## src/rtl/ssi_pkg.sv

```systemverilog
package ssi_pkg;
  localparam int unsigned STAT_W   = 8;
  localparam int unsigned SYNC_N   = 2;
  localparam int unsigned BIT_PE   = 5;
  localparam int unsigned BIT_FE   = 4;
  localparam int unsigned BIT_RIE  = 3;
  localparam int unsigned BIT_DCD  = 2;
  localparam int unsigned BIT_TDRE = 1;
  localparam int unsigned NUM_ERR  = 2;
  localparam int unsigned ERR_PAR  = 0;
  localparam int unsigned ERR_FRM  = 1;
endpackage

```

## src/rtl/ssi_sync.sv

```systemverilog
module ssi_sync #(
  parameter int unsigned WIDTH  = 2,
  parameter int unsigned STAGES = 2
) (
  input  logic             clk_i,
  input  logic             rst_ni,
  input  logic [WIDTH-1:0] d_i,
  output logic [WIDTH-1:0] q_o
);
  logic [WIDTH-1:0] stg_q [STAGES];

  for (genvar s = 0; s < STAGES; s++) begin : g_stage
    always_ff @(posedge clk_i or negedge rst_ni) begin
      if (!rst_ni) stg_q[s] <= '0;
      else if (s == 0) stg_q[s] <= d_i;
      else stg_q[s] <= stg_q[(s == 0) ? 0 : s-1];
    end
  end

  assign q_o = stg_q[STAGES-1];
endmodule

```

## src/rtl/ssi_err.sv

```systemverilog
module ssi_err #(
  parameter int unsigned N = 2
) (
  input  logic         clk_i,
  input  logic         rst_ni,
  input  logic         clr_i,
  input  logic [N-1:0] set_i,
  output logic [N-1:0] flag_o
);
  for (genvar i = 0; i < N; i++) begin : g_flag
    always_ff @(posedge clk_i or negedge rst_ni) begin
      if (!rst_ni) flag_o[i] <= 1'b0;
      else if (clr_i) flag_o[i] <= 1'b0;   // clear wins over set
      else if (set_i[i]) flag_o[i] <= 1'b1;
    end
  end
endmodule

```

## src/rtl/ssi_carrier.sv

```systemverilog
module ssi_carrier (
  input  logic clk_i,
  input  logic rst_ni,
  input  logic dcd_s_i,
  input  logic rd_i,
  output logic dcd_bit_o,
  output logic pend_o
);
  logic dcd_d_q;
  logic rise;

  assign rise = dcd_s_i & ~dcd_d_q;

  always_ff @(posedge clk_i or negedge rst_ni) begin
    if (!rst_ni) begin
      dcd_d_q   <= 1'b0;
      dcd_bit_o <= 1'b0;
      pend_o    <= 1'b0;
    end else begin
      dcd_d_q <= dcd_s_i;
      if (dcd_s_i) dcd_bit_o <= 1'b1;
      else if (rd_i) dcd_bit_o <= 1'b0;
      if (rise) pend_o <= 1'b1;        // rise wins over read
      else if (rd_i) pend_o <= 1'b0;
    end
  end
endmodule

```

## src/rtl/ssi_tx_empty.sv

```systemverilog
module ssi_tx_empty (
  input  logic clk_i,
  input  logic rst_ni,
  input  logic stop_i,
  input  logic wr_i,
  input  logic load_i,
  input  logic cts_s_i,
  output logic empty_o
);
  logic empty_q;

  always_ff @(posedge clk_i or negedge rst_ni) begin
    if (!rst_ni) empty_q <= 1'b1;
    else if (stop_i) empty_q <= 1'b1;
    else if (wr_i) empty_q <= 1'b0;    // new byte lands as old one leaves
    else if (load_i) empty_q <= 1'b1;
  end

  assign empty_o = empty_q & ~cts_s_i;
endmodule

```

## src/rtl/ser_stat_irq.sv

```systemverilog
module ser_stat_irq
  import ssi_pkg::*;
(
  input  logic              clk_i,
  input  logic              rst_ni,
  input  logic              stop_i,
  input  logic              par_chk_en_i,
  input  logic              err_clr_i,
  input  logic              par_err_p_i,
  input  logic              stop_err_p_i,
  input  logic              rx_full_i,
  input  logic              overrun_i,
  input  logic              tx_load_p_i,
  input  logic              tdr_wr_i,
  input  logic              stat_rd_i,
  input  logic              stat_wr_i,
  input  logic [STAT_W-1:0] stat_wdata_i,
  input  logic              dcd_pin_i,
  input  logic              cts_pin_i,
  output logic [STAT_W-1:0] stat_o,
  output logic              rx_irq_o,
  output logic              rx_rst_o
);
  logic [1:0]         pin_s;
  logic               dcd_s;
  logic               cts_s;
  logic [NUM_ERR-1:0] err_set;
  logic [NUM_ERR-1:0] err_flag;
  logic               rie_q;
  logic               dcd_bit;
  logic               dcd_pend;
  logic               tdre;
  logic               wdata_unused;

  assign wdata_unused = ^{stat_wdata_i[STAT_W-1:BIT_RIE+1], stat_wdata_i[BIT_RIE-1:0]};

  ssi_sync #(.WIDTH(2), .STAGES(SYNC_N)) u_sync (
    .clk_i (clk_i),
    .rst_ni(rst_ni),
    .d_i   ({cts_pin_i, dcd_pin_i}),
    .q_o   (pin_s)
  );
  assign dcd_s = pin_s[0];
  assign cts_s = pin_s[1];

  assign err_set[ERR_PAR] = par_err_p_i & par_chk_en_i;
  assign err_set[ERR_FRM] = stop_err_p_i;

  ssi_err #(.N(NUM_ERR)) u_err (
    .clk_i (clk_i),
    .rst_ni(rst_ni),
    .clr_i (err_clr_i | stop_i | dcd_s),
    .set_i (err_set),
    .flag_o(err_flag)
  );

  ssi_carrier u_car (
    .clk_i    (clk_i),
    .rst_ni   (rst_ni),
    .dcd_s_i  (dcd_s),
    .rd_i     (stat_rd_i),
    .dcd_bit_o(dcd_bit),
    .pend_o   (dcd_pend)
  );

  ssi_tx_empty u_tx (
    .clk_i  (clk_i),
    .rst_ni (rst_ni),
    .stop_i (stop_i),
    .wr_i   (tdr_wr_i),
    .load_i (tx_load_p_i),
    .cts_s_i(cts_s),
    .empty_o(tdre)
  );

  always_ff @(posedge clk_i or negedge rst_ni) begin
    if (!rst_ni) rie_q <= 1'b0;
    else if (stat_wr_i) rie_q <= stat_wdata_i[BIT_RIE];
  end

  always_comb begin
    stat_o           = '0;
    stat_o[BIT_PE]   = err_flag[ERR_PAR];
    stat_o[BIT_FE]   = err_flag[ERR_FRM];
    stat_o[BIT_RIE]  = rie_q;
    stat_o[BIT_DCD]  = dcd_bit;
    stat_o[BIT_TDRE] = tdre;
  end

  assign rx_irq_o = rie_q & (rx_full_i | overrun_i | err_flag[ERR_PAR]
                             | err_flag[ERR_FRM] | dcd_pend);
  assign rx_rst_o = dcd_s;
endmodule

```

## config.mk

```make
export PLATFORM = sky130hd
export DESIGN_NAME = ser_stat_irq
export DESIGN_NICKNAME = d
export VERILOG_FILES = /design/src/rtl/ssi_pkg.sv /design/src/rtl/ssi_sync.sv /design/src/rtl/ssi_err.sv /design/src/rtl/ssi_carrier.sv /design/src/rtl/ssi_tx_empty.sv /design/src/rtl/ser_stat_irq.sv
export SDC_FILE = /design/constraint.sdc
export NUM_CORES = 1
export LEC_CHECK = 0
export BUFFER_PORTS_ARGS = -buffer_cell sky130_fd_sc_hd__buf_2
export CAP_MARGIN = 10
export CORE_AREA = 2 2 39 41
export CTS_CLUSTER_SIZE = 14
export DETAILED_ROUTE_END_ITERATION = 6
export DIE_AREA = 0 0 41 43
export PLACE_DENSITY = 0.66
export SYNTH_ARGS = -nofsm -noshare
export SYNTH_HDL_FRONTEND = slang
export SYNTH_SLANG_ARGS = --single-unit
```

## constraint.sdc

```tcl
create_clock -name clk_i -period 1.3 [get_ports clk_i]
set_clock_uncertainty 0.2 [all_clocks]
set_input_delay 0.13 -clock clk_i [delete_from_list [all_inputs] [get_ports clk_i]]
set_output_delay 0.13 -clock clk_i [all_outputs]
set_load 0.05 [all_outputs]
```

==> results by group <==
Outcome
  • Status: finished with violations
  • Failing checks: setup timing

Detailed routing
  • First drt pass iteration count: 4
  • DRC: 0
  • Detailed-route via count: 384
  • Met2 WL: 662 µm
  • DRT iter0 DRCs: 6
  • Vias/cell: 4.414
  • Max Used Layer: met4
  • Detail Route Antenna Nets: 0
  • Wire length on met3: 46 µm
  • Avg WL per Cell: 12.78 µm
  • Post-Route WL: 1112 µm
  • M1 wire length: 325 µm

Synthesis
  • Post-synthesis cell count: 33
  • Cell Area, Synth: 411.6 µm²
  • Sequential share of the synthesized area: 67.17%
  • Mean post-synth cell area: 12.47 µm²
  • Synth cell types: 14
  • Synth warnings: 0
  • Flops & latches, synth: 11

Global route
  • Initial antenna violation count: 0
  • GRT overflow: 0
  • Vias in the first global route: 424
  • Largest net degree at the start of global routing: 12
  • Overall Global Routing Usage: 16.14%
  • First-pass GRT wire length: 1697 µm

STA
  • Max Fclk: 0.6536 GHz
  • Fin. Hold Viols: 0
  • Final setup violating endpoints: 2
  • Minimum clock period: 1.530 ns
  • Max-slew violations: 0
  • Final worst path period share: 117.7%
  • RSZ-0062 raised after global routing: yes
  • Hold slack: 0.05976 ns
  • Post-route worst setup slack: -0.2300 ns

Final layout
  • Utilization after layout: 55.15%
  • # fillers: 122
  • Layout cell share with drive strength beyond 1: 50.70%
  • Synth-to-Final Area Change: 85.41%
  • Final #Nets: 95
  • Diode count: 0
  • Fin area: 763.2 µm²

Clocking
  • Root Driver: clkbuf_4
  • Worst-Skew Late Latency: 0.26 ns
  • CTS Buffer Depth: 2
  • CTS Sinks: 11
  • H-tree levels: 1
  • TritonCTS Buffers: 3
  • Worst-path clk slew: 0.07 ns
  • CTS tree: yes

Die
  • Std-Cell Core Area: 0.001384 mm²
  • Die area: 0.001763 mm²
  • Die Ht: 43 µm
  • DIE WIDTH: 41 µm
  • Top-Level Pins: 33
  • Placement Rows: 14
  • Initial Utilization: 29.75%

Pwr
  • Pwr Density: 1052 mW/mm²
  • Peak supply drop: 0.0005749 V
  • Leakage Power: 0.0003748 µW

Worst setup path
  • CP Capture Type: output pin
  • Worst Path Max Fanout: 2
  • Critical path type: flop to output pin
  • Critical Path Start Type: flop
  • Worst Path Buf+Inv: 1
  • Crit-path leading delay family: flip-flops
  • Slowest-stage cell, CP: dfrtp_2
  • Worst EP required: 0.97 ns
  • Worst path cell trace: nor4_4 -> a21boi_4 -> buf_6
  • Critical Path AT: 1.20 ns
  • CP max stage delay: 0.43 ns

Hold path
  • Hold crit path type: input pin to async pin

Placed design
  • Area after DPL: 540.5 µm²
  • PortBufs: 22
  • Setup WS pre-CTS: 0.01535 ns
  • Final Wtd Congestion: 0.6479

Flow run
  • Max-Cap Viols: 0
[power breakdown]
part	switching (µW)	leakage (µW)	total [µW]	internal (µW)
Clock	112	0.0000150	231	119
Combinational	111	0.000233	198	87.0
Sequential	11.5	0.000127	375	363
[cell families (layout without fill, tap and decap cells)]
logic type | count (synthesis) | count (layout) | synth area share (%)
flops | 11 | 11 | 67.17
compound gates | 5 | 5 | 7.599
mux | 1 | 1 | 2.735
other cells | 1 | 3 | 0.9110
buf+inv | 9 | 45 | 13.68
simple gates | 6 | 6 | 7.905
[final timing paths]
| check | from | endpoint | slack, ns | cells after the start |
|---|---|---|---|---|
| setup / recovery | u_err.flag_o[0]$_DFFE_PN0P_ | rx_irq_o | -0.23 | 3 |
| min in group clk_i | u_sync.stg_q[3]$_DFF_PN0_ | u_sync.q_o[1]$_DFF_PN0_ | 0.15 | 0 |
| hold / removal | rst_ni | u_sync.stg_q[2]$_DFF_PN0_ | 0.06 | 2 |
| max in group asynchronous | rst_ni | u_tx.empty_q$_DFFE_PN1P_ | 0.58 | 2 |
| hold reg to reg | u_sync.stg_q[3]$_DFF_PN0_ | u_sync.q_o[1]$_DFF_PN0_ | 0.15 | 0 |
| setup reg to reg | u_sync.q_o[0]$_DFF_PN0_ | u_err.flag_o[0]$_DFFE_PN0P_ | 0.25 | 1 |
[through the flow]
step / TNS [ns] / power (µW) / cells
final: -0.3432 / 803.2 / 87
after global routing: -0.4600 / 840.6 / 87
after CTS: -0.3985 / 809.4 / 86
after detailed placement: 0 / 527.2 / 68
after global placement: 0 / 523.9 / 68
after floorplan: 0 / 493.7 / 35
[routing by layer]
layer  vias up  track usage, %
met1       176           11.56
met3         8           4.188
met4         0           19.33
met2        21           27.19
li1        179               -
met5         -               0
[flip-flops by register name, indices dropped and copies added (netlist names)]
signal	count
u_sync.stg_q	2
u_car.dcd_bit_o	1
u_tx.empty_q	1
u_err.flag_o	2
rie_q	1
u_sync.q_o	2
u_car.dcd_d_q	1
u_car.pend_o	1
[final cells by class]
type                    instances  area (µm²)  area share (%)
clock buffers                   4       26.28           3.443
inverters                       3       11.26           1.475
multi-input cells              15       120.1           15.74
flip-flops and latches         11       280.3           36.72
well taps                      16       20.02           2.623
repair buffers                 38       305.3           40.00
[what timing repair did]
item / 4_1_cts / 5_1_grt
cloned: 0 / 0
endpoints found under the hold margin: 19 / 0
pin swaps: 1 / 1
hold buffers: 13 / 0
gates resized for setup: 13 / 3
endpoints found under the setup margin: 4 / 5
buffers inserted: 1 / 1
[cell usage after synthesis]
master | n | area, µm²
o21bai_1 | 1 | 7.510
dfrtp_1 | 10 | 250.2
o21ai_0 | 1 | 5.000
conb_1 | 1 | 3.750
o22ai_1 | 1 | 6.260
mux2_2 | 1 | 11.26
a21oi_1 | 1 | 5.000
nor2b_1 | 1 | 6.260
nor4_1 | 3 | 18.77
buf_4 | 6 | 45.04
inv_1 | 3 | 11.26
a21boi_1 | 1 | 7.510
nor2_1 | 2 | 7.510
dfstp_2 | 1 | 26.28
[placed cells by master, fill, tap and decap left out]
cell and n:
buf_2 17, dlygate4sd3_1 13, dfrtp_1 7, buf_6 4, inv_1 3, conb_1 3, clkbuf_4 3, dfrtp_2 3
nor2_1 2, nor4_1 2, buf_4 2, buf_8 2, nor4_4 1, a21boi_4 1, nor2b_4 1, mux2_2 1
a21oi_1 1, o22ai_1 1, o21ai_0 1, o21bai_1 1, clkbuf_1 1, dfstp_2 1
No activity file was read; power rests on OpenSTA's default activity.
